--- config.mk ---
export PLATFORM = sky130hd
export DESIGN_NAME = subword_access_adapter
export DESIGN_NICKNAME = d
export VERILOG_FILES = /design/src/rtl/sw_adapt_pkg.sv /design/src/rtl/sw_class_lookup.sv /design/src/rtl/sw_lane_align.sv /design/src/rtl/sw_access_seq.sv /design/src/rtl/subword_access_adapter.sv
export SDC_FILE = /design/constraint.sdc
export NUM_CORES = 1
export LEC_CHECK = 0
export ABC_AREA = 1
export BUFFER_PORTS_ARGS = -buffer_cell sky130_fd_sc_hd__buf_2
export CAP_MARGIN = 0
export CORE_MARGIN = 2
export CORE_UTILIZATION = 58
export CTS_CLUSTER_SIZE = 28
export DETAILED_ROUTE_END_ITERATION = 16
export PLACE_DENSITY = 0.94
export SYNTH_ARGS = -nofsm -noshare
export SYNTH_HDL_FRONTEND = slang
export SYNTH_HIERARCHICAL = 1
export SYNTH_SLANG_ARGS = --single-unit
--- constraint.sdc ---
create_clock -name clk -period 4.14 [get_ports clk]
set_input_delay 0.414 -clock clk [delete_from_list [all_inputs] [get_ports clk]]
set_output_delay 0.414 -clock clk [all_outputs]
set_load 0.01 [all_outputs]
--- src/rtl/sw_adapt_pkg.sv ---
// Package: shared types for the sub-word access adapter.
// Assumes nothing beyond SystemVerilog 2017 enum support.
package sw_adapt_pkg;

    // Per-word behaviour class, two bits per entry in the class table.
    typedef enum logic [1:0] {
        CLS_NONE   = 2'd0,
        CLS_PLAIN  = 2'd1,
        CLS_ACTION = 2'd2,
        CLS_RDONLY = 2'd3
    } reg_class_e;

    // Upstream access size codes.
    localparam logic [1:0] SZ_BYTE = 2'd0;
    localparam logic [1:0] SZ_HALF = 2'd1;

    // Sequencer state.
    typedef enum logic {
        ST_IDLE   = 1'b0,
        ST_RMW_WR = 1'b1
    } seq_state_e;

endpackage

--- src/rtl/sw_class_lookup.sv ---
// Module: sw_class_lookup
// Maps a word index onto its behaviour class using a packed table parameter.
// Assumes: the table holds NUM_REGS two-bit entries, and entry i belongs to
// word index i. Any index at or above NUM_REGS is unclassified.
module sw_class_lookup
    import sw_adapt_pkg::*;
#(
    parameter int IDX_W    = 10,
    parameter int NUM_REGS = 8,
    parameter logic [2*NUM_REGS-1:0] CLASS_MAP = '0
) (
    input  logic [IDX_W-1:0] word_idx,
    output reg_class_e       cls
);

    logic [NUM_REGS-1:0] hit;
    logic [1:0]          entry [NUM_REGS];

    // One comparator and one table slice per classified word.
    for (genvar gi = 0; gi < NUM_REGS; gi++) begin : g_entry
        assign hit[gi]   = (word_idx == IDX_W'(gi));
        assign entry[gi] = CLASS_MAP[2*gi +: 2];
    end

    // OR together the entry of the single matching word, if any.
    always_comb begin
        logic [1:0] acc;
        acc = 2'd0;
        for (int i = 0; i < NUM_REGS; i++) begin
            if (hit[i]) acc = acc | entry[i];
        end
        cls = reg_class_e'(acc);
    end

endmodule

--- src/rtl/sw_lane_align.sv ---
// Module: sw_lane_align
// Lane datapath: shifts narrow read data down, shifts narrow write data up,
// and forms the merged word for a read-merge-write.
// Assumes: DATA_W is a multiple of 8 and a power of two, and WIN_W < 64.
module sw_lane_align
    import sw_adapt_pkg::*;
#(
    parameter int DATA_W = 32,
    parameter int WIN_W  = 16
) (
    input  logic [1:0]             size,
    input  logic [$clog2(DATA_W/8)-1:0] lane,
    input  logic [DATA_W-1:0]      wdata,
    input  logic [DATA_W-1:0]      dn_word,
    output logic                   narrow,
    output logic [DATA_W-1:0]      rd_shifted,
    output logic [DATA_W-1:0]      wr_direct,
    output logic [DATA_W-1:0]      wr_merged
);

    localparam int LANE_W = $clog2(DATA_W/8);
    localparam int SH_W   = LANE_W + 3;
    localparam logic [DATA_W-1:0] WIN_BASE = DATA_W'((64'd1 << WIN_W) - 64'd1);

    logic [SH_W-1:0]   sh;
    logic [DATA_W-1:0] lane_data;
    logic [DATA_W-1:0] win;

    // Decode the access size and the bit offset of the lane.
    always_comb begin
        narrow = (size == SZ_BYTE) || (size == SZ_HALF);
        sh     = {lane, 3'b000};
    end

    // Keep only the bytes that the access size covers.
    always_comb begin
        if (size == SZ_BYTE) lane_data = DATA_W'(wdata[7:0]);
        else                 lane_data = DATA_W'(wdata[15:0]);
    end

    // Data that is written without read-back, and the data returned on a read.
    always_comb begin
        wr_direct  = narrow ? (lane_data << sh) : wdata;
        rd_shifted = narrow ? (dn_word >> sh) : dn_word;
    end

    // Clear the fixed-width window at the lane, then insert the new lane data.
    always_comb begin
        win       = WIN_BASE << sh;
        wr_merged = (dn_word & ~win) | (lane_data << sh);
    end

endmodule

--- src/rtl/sw_access_seq.sv ---
// Module: sw_access_seq
// Sequencer: decides per request whether to read, write, read-merge-write or
// drop, drives the downstream port, and returns read data one cycle later.
// Assumes: downstream read data is valid in the same cycle as the read.
module sw_access_seq
    import sw_adapt_pkg::*;
#(
    parameter int ADDR_W = 12,
    parameter int DATA_W = 32
) (
    input  logic              clk,
    input  logic              rst_n,
    input  logic              up_valid,
    input  logic              up_write,
    input  logic [ADDR_W-1:0] up_addr,
    input  logic              narrow,
    input  reg_class_e        cls,
    input  logic [DATA_W-1:0] wr_direct,
    input  logic [DATA_W-1:0] wr_merged,
    input  logic [DATA_W-1:0] rd_shifted,
    output logic              up_ready,
    output logic              up_rvalid,
    output logic [DATA_W-1:0] up_rdata,
    output logic              dn_valid,
    output logic              dn_write,
    output logic [ADDR_W-1:0] dn_addr,
    output logic [DATA_W-1:0] dn_wdata
);

    localparam int LANE_W = $clog2(DATA_W/8);

    seq_state_e        state_q;
    logic [ADDR_W-1:0] hold_addr_q;
    logic [DATA_W-1:0] hold_data_q;
    logic              rvalid_q;
    logic [DATA_W-1:0] rdata_q;
    logic              accept;
    logic              go_rmw;

    // Accept only while idle; the write half of a merge stalls the bus.
    always_comb begin
        up_ready = (state_q == ST_IDLE);
        accept   = up_valid && up_ready;
    end

    // Choose the downstream access for this cycle.
    always_comb begin
        dn_valid = 1'b0;
        dn_write = 1'b0;
        dn_addr  = {up_addr[ADDR_W-1:LANE_W], {LANE_W{1'b0}}};
        dn_wdata = wr_direct;
        go_rmw   = 1'b0;
        if (state_q == ST_RMW_WR) begin
            dn_valid = 1'b1;
            dn_write = 1'b1;
            dn_addr  = hold_addr_q;
            dn_wdata = hold_data_q;
        end else if (accept && (cls != CLS_NONE)) begin
            if (!up_write) begin
                dn_valid = 1'b1;
            end else if (!narrow) begin
                dn_valid = 1'b1;
                dn_write = 1'b1;
            end else begin
                case (cls)
                    CLS_PLAIN: begin
                        dn_valid = 1'b1;
                        go_rmw   = 1'b1;
                    end
                    CLS_ACTION: begin
                        dn_valid = 1'b1;
                        dn_write = 1'b1;
                    end
                    default: ;
                endcase
            end
        end
    end

    // State, merge holding registers and the registered read response.
    always_ff @(posedge clk) begin
        if (!rst_n) begin
            state_q     <= ST_IDLE;
            hold_addr_q <= '0;
            hold_data_q <= '0;
            rvalid_q    <= 1'b0;
            rdata_q     <= '0;
        end else begin
            state_q  <= go_rmw ? ST_RMW_WR : ST_IDLE;
            rvalid_q <= accept && !up_write;
            if (go_rmw) begin
                hold_addr_q <= dn_addr;
                hold_data_q <= wr_merged;
            end
            if (accept && !up_write) begin
                rdata_q <= (cls == CLS_NONE) ? '0 : rd_shifted;
            end
        end
    end

    assign up_rvalid = rvalid_q;
    assign up_rdata  = rdata_q;

    // the write half follows the read at once, to the same word, with the bus stalled.
    assert_rmw_second_cycle_R5: assert property (@(posedge clk) disable iff (!rst_n)
        go_rmw |=> (dn_valid && dn_write && !up_ready && dn_addr == $past(dn_addr)));

    // a stall only ever covers a downstream write.
    assert_stall_only_writing_R5: assert property (@(posedge clk) disable iff (!rst_n)
        !up_ready |-> (dn_valid && dn_write));

    // never two stall cycles in a row.
    assert_stall_single_R5: assert property (@(posedge clk) disable iff (!rst_n)
        !up_ready |=> up_ready);

    // read data is reported only after an accepted read.
    assert_rvalid_after_read_R10: assert property (@(posedge clk) disable iff (!rst_n)
        up_rvalid |-> $past(up_valid && up_ready && !up_write));

endmodule

--- src/rtl/subword_access_adapter.sv ---
// Module: subword_access_adapter
// Top level: joins the class lookup, the lane datapath and the sequencer.
// Assumes: byte addressing, and a word-only register block behind dn_*
// that answers reads in the same cycle.
module subword_access_adapter
    import sw_adapt_pkg::*;
#(
    parameter int ADDR_W   = 12,
    parameter int DATA_W   = 32,
    parameter int NUM_REGS = 8,
    parameter int WIN_W    = 16,
    parameter logic [2*NUM_REGS-1:0] CLASS_MAP = 16'h49E5
) (
    input  logic              clk,
    input  logic              rst_n,
    input  logic              up_valid,
    output logic              up_ready,
    input  logic              up_write,
    input  logic [ADDR_W-1:0] up_addr,
    input  logic [1:0]        up_size,
    input  logic [DATA_W-1:0] up_wdata,
    output logic              up_rvalid,
    output logic [DATA_W-1:0] up_rdata,
    output logic              dn_valid,
    output logic              dn_write,
    output logic [ADDR_W-1:0] dn_addr,
    output logic [DATA_W-1:0] dn_wdata,
    input  logic [DATA_W-1:0] dn_rdata
);

    localparam int LANE_W = $clog2(DATA_W/8);
    localparam int IDX_W  = ADDR_W - LANE_W;

    reg_class_e        cls;
    logic              narrow;
    logic [DATA_W-1:0] rd_shifted;
    logic [DATA_W-1:0] wr_direct;
    logic [DATA_W-1:0] wr_merged;

    sw_class_lookup #(
        .IDX_W     (IDX_W),
        .NUM_REGS  (NUM_REGS),
        .CLASS_MAP (CLASS_MAP)
    ) u_lookup (
        .word_idx (up_addr[ADDR_W-1:LANE_W]),
        .cls      (cls)
    );

    sw_lane_align #(
        .DATA_W (DATA_W),
        .WIN_W  (WIN_W)
    ) u_lane (
        .size       (up_size),
        .lane       (up_addr[LANE_W-1:0]),
        .wdata      (up_wdata),
        .dn_word    (dn_rdata),
        .narrow     (narrow),
        .rd_shifted (rd_shifted),
        .wr_direct  (wr_direct),
        .wr_merged  (wr_merged)
    );

    sw_access_seq #(
        .ADDR_W (ADDR_W),
        .DATA_W (DATA_W)
    ) u_seq (
        .clk        (clk),
        .rst_n      (rst_n),
        .up_valid   (up_valid),
        .up_write   (up_write),
        .up_addr    (up_addr),
        .narrow     (narrow),
        .cls        (cls),
        .wr_direct  (wr_direct),
        .wr_merged  (wr_merged),
        .rd_shifted (rd_shifted),
        .up_ready   (up_ready),
        .up_rvalid  (up_rvalid),
        .up_rdata   (up_rdata),
        .dn_valid   (dn_valid),
        .dn_write   (dn_write),
        .dn_addr    (dn_addr),
        .dn_wdata   (dn_wdata)
    );

    // an unclassified word never reaches the register block.
    assert_unclassified_quiet_R9: assert property (@(posedge clk) disable iff (!rst_n)
        (up_valid && up_ready && cls == CLS_NONE) |-> !dn_valid);

    // narrow writes to read-only words are dropped.
    assert_rdonly_narrow_drop_R7: assert property (@(posedge clk) disable iff (!rst_n)
        (up_valid && up_ready && up_write && narrow && cls == CLS_RDONLY) |-> !dn_valid);

    // narrow writes to action words go out at once as writes, with no stall after.
    assert_action_direct_R6: assert property (@(posedge clk) disable iff (!rst_n)
        (up_valid && up_ready && up_write && narrow && cls == CLS_ACTION)
            |-> (dn_valid && dn_write) ##1 up_ready);

    // word accesses never cause a stall.
    assert_word_single_R8: assert property (@(posedge clk) disable iff (!rst_n)
        (up_valid && up_ready && !narrow) |=> up_ready);

endmodule

==> implementation parameters <==
Parameter                              Value

Floorplanning
  I/O pin total ... 162
  Horizontal die dimension ... 104 µm
  Die footprint ... about 11000 µm²
  Initial cell density of the core ... 59.7%
  Die boundary height ... around 100 µm
  Area of the placeable core ... 9730 µm²
  Number of placement rows ... 36

STA
  Final hold violations ... 0
  Max-Slew Margin vs Limit ... 22.2%
  Fmax achieved ... roughly 360 MHz
  Worst clock skew ... 5.86 ps
  Period Utilization, post-route ... roughly 67%
  Final Setup Violations ... 0
  Pins over their slew limit ... 0
  Worst slew pin tran ... roughly 1200 ps
  Tmin final ... 2780 ps
  Unrepaired setup endpoints after global routing ... no
  Setup TNS after final layout ... 0 ps
  Post-route worst hold slack ... 416 ps

Clock network
  Post-CTS Setup Bufs ... 0
  Worst-skew pair later-pin latency ... around 360 ps
  CTS tree ... yes
  TritonCTS buffer count ... 9
  Resized Gates After CTS ... 0
  Hold_buf cts ... 0
  Level count of the clock H-tree ... 3
  Clock net sink count ... 78
  Worst-path clk slew ... 80 ps
  Root buffer cell ... sky130_fd_sc_hd__clkbuf_8
  Maximum clock path buffer count ... 2

Power and ir drop
  Switching power of the nets ... between 0.0005 and 0.0006 W
  Cell internal pwr ... 0.00109 W
  Sequential power share ... ~46%
  Leakage power ... 3.57 nW
  Sw Ratio ... 33.3%
  Logic pwr share ... 24.1%
  Clk network pwr share ... 30.0%
  Maximum vdd drop ... 0.180 mV
  Design Power ... 0.00163 W
  Power per cell area ... 248 nW/µm²

Layout
  Core occupancy in the finished layout ... 67.6%
  Sequential cell area ... 1560 µm²
  Area used by multi-input combinational logic ... about 3400 µm²
  Number of fill cells in the layout ... 933
  Final Net Count ... 1218
  Area growth, synth to finish ... 13.2%
  Fraction of layout cells with a size suffix above 1 ... 19.5%
  Count of non-filler cells in the finished layout ... 1269
  Diodes inserted ... 0

Setup path
  Launching element type of the critical path ... input pin
  Crit Path Category ... in -> reg
  Cells on worst reg2reg path ... 5
  Crit path required time ... 4440 ps
  Top fanout value on the critical path ... 32
  Sort of element at the end of the critical path ... flop
  CP Cell Sequence ... buf_2 > inv_2 > nand3_2 > nand2_1 > inv_1 > nor2_1 > inv_1 > ha_1 > nand3_1 > clkinv_1 > buf_4 > nand3_1 > nand2_1 > nor2_1
  Critical path buffer and inverter count ... 6
  Slowest stage cell, crit path ... sky130_fd_sc_hd__clkinv_1
  Depth of the critical timing path with buffers and inverters included ... 14
  Data arrival time of the critical path ... ~3000 ps
  Delay contributed by the slowest stage of the critical path ... ~930 ps
  Category of cells accounting for the largest share of critical-path delay ... buffers and inverters

Synthesis
  Most used standard cells in the synthesized netlist ... 407 x sky130_fd_sc_hd__nand2_1, 124 x sky130_fd_sc_hd__nor2_1, 112 x sky130_fd_sc_hd__inv_1
  Most used standard cell by instance count after synthesis ... sky130_fd_sc_hd__nand2_1
  Post-synth net total ... 1107
  Cell types with the largest area share after synthesis ... sky130_fd_sc_hd__dfxtp_1 27%, sky130_fd_sc_hd__nand2_1 26%, sky130_fd_sc_hd__nor2_1 8.0%, sky130_fd_sc_hd__inv_1 7.2%, sky130_fd_sc_hd__nand3_1 5.4%
  Cell area after synthesis ... between 5000 and 6000 µm²
  Async set or reset register ratio after synthesis ... 0%
  Yosys cell types ... 27
  Number of standard cells after synthesis ... 1021
  Sequential element share of the synthesized area ... 26.9%
  Library cell occupying the most area in the post-synthesis netlist ... sky130_fd_sc_hd__dfxtp_1
  Number of enable flip-flop cells after synthesis ... 0
  Register bit total from synthesis ... 78
  Total of warnings raised by yosys ... 6
  Synthesized area per cell ... 5.69 µm²
  Main synth FF type ... sky130_fd_sc_hd__dfxtp_1
  Yosys top cell area share ... 26.9%

Detailed routing
  Post-route DRC violation count ... 0
  Wire per inst ... 14.0 µm
  Number of DRC markers in iteration 0 ... 980
  TritonRoute pass-1 iters ... 6
  Vias after detailed routing ... 6858
  Via/cell ratio ... 5.40
  Post-detailed-route count of antenna-violating nets ... 0
  Total detailed-routing wirelength ... 17700 µm

Run status
  Run status ... completed

Run
  Max-cap violations ... 0

Global routing
  Gr usage total ... 32.2%
  Vias in the first global route ... 5867
  Number of antenna violations at the first check in global routing ... 1
  First-pass GRT wire length ... 28500 µm
  Remaining global-route overflow ... 0
  Pin count of the biggest net entering global routing ... 53

Min path
  Cell count of the worst hold path ... 3
  Min-delay worst type ... in -> reg

Place
  PortBufs ... 161
  Half-perimeter wire length of the detailed placement result ... 12700 µm
  Routability Congestion ... 1.00
  Cell total after placement ... 1254
-- placed cells by master, fill, tap and decap left out, types with 6 or more instances in the layout --
| cell | instances |
|---|---|
| sky130_fd_sc_hd__nand3_1 | 63 |
| sky130_fd_sc_hd__a21oi_1 | 32 |
| sky130_fd_sc_hd__clkbuf_8 | 9 |
| sky130_fd_sc_hd__nand4_1 | 32 |
| sky130_fd_sc_hd__o21ai_0 | 38 |
| sky130_fd_sc_hd__buf_4 | 8 |
| sky130_fd_sc_hd__nand3_2 | 21 |
| sky130_fd_sc_hd__buf_2 | 161 |
| sky130_fd_sc_hd__inv_1 | 112 |
| sky130_fd_sc_hd__o22ai_1 | 16 |
| sky130_fd_sc_hd__inv_2 | 6 |
| sky130_fd_sc_hd__nor2_1 | 124 |
| sky130_fd_sc_hd__nand2_1 | 407 |
| sky130_fd_sc_hd__dfxtp_1 | 78 |
-- per-stage QoR --
| step | cell area, µm² | setup WS (ps) |
|---|---|---|
| final | 6570 | 1360 |
| after global routing | 6570 | 1030 |
| after CTS | 6570 | 1380 |
| after detailed placement | 6420 | 1020 |
| after global placement | 6420 | 1100 |
| after floorplan | 5810 | 2110 |
-- layout make-up --
type | count | area share, %
Clock inverter | 5 | 0.419
Sequential cell | 78 | 23.8
Inverter | 123 | 7.14
Clock buffer | 10 | 1.94
Multi-Input combinational cell | 751 | 51.0
Timing Repair Buffer | 169 | 13.2
Tap cell | 133 | 2.53
-- tightest hold or removal path, delay by kind of cell --
kind / cells / cell delay [ps]
simple gates: 2 / 180
buf+inv: 1 / 140
-- cells by family after synthesis --
family / Yosys count / synth area share [%]
buffers and inverters: 192 / 15.3
DFF: 78 / 26.9
adders and majority gates: 4 / 0.862
and+or+nand+nor: 656 / 48.7
AOI/OAI and AO/OA: 91 / 8.21
-- state kept, by name, summed over array words and instances, names as in the netlist --
name / flops
u_seq/up_rdata: 32
u_seq/state_q: 1
u_seq/up_rvalid: 1
u_seq/hold_data_q: 32
u_seq/hold_addr_q: 12
-- power by group through the flow --
stage          Sequential [W]  Clock, W  Combinational [W]
2_1_floorplan        0.000768         0           0.000250
3_3_place_gp         0.000768         0           0.000376
3_5_place_dp         0.000768         0           0.000380
4_1_cts              0.000750  0.000495           0.000383
5_1_grt              0.000750  0.000526           0.000431
6_report             0.000750  0.000489           0.000393
-- worst paths after layout --
check,startpoint,end,slack (ps)
worst min-delay path,up_valid,u_seq/state_q$_SDFF_PN0_,420
worst max-delay path,up_addr[3],u_seq/hold_data_q[6]$_SDFFE_PN0P_,1360
worst max register to register,u_seq/state_q$_SDFF_PN0_,u_seq/up_rdata[21]$_SDFFE_PN0P_,1640
worst min register to register,u_seq/hold_addr_q[1]$_SDFFE_PN0P_,u_seq/hold_addr_q[1]$_SDFFE_PN0P_,440
-- per-layer routing --
metal	GRT usage, %	up-vias	share of wire [%]
met5	0	-	0
met4	13.7	0	3.9
met3	5.45	63	11
met2	51.6	440	45
met1	42.7	2981	40
li1	-	3374	-
(Power assumes the default switching activity.)
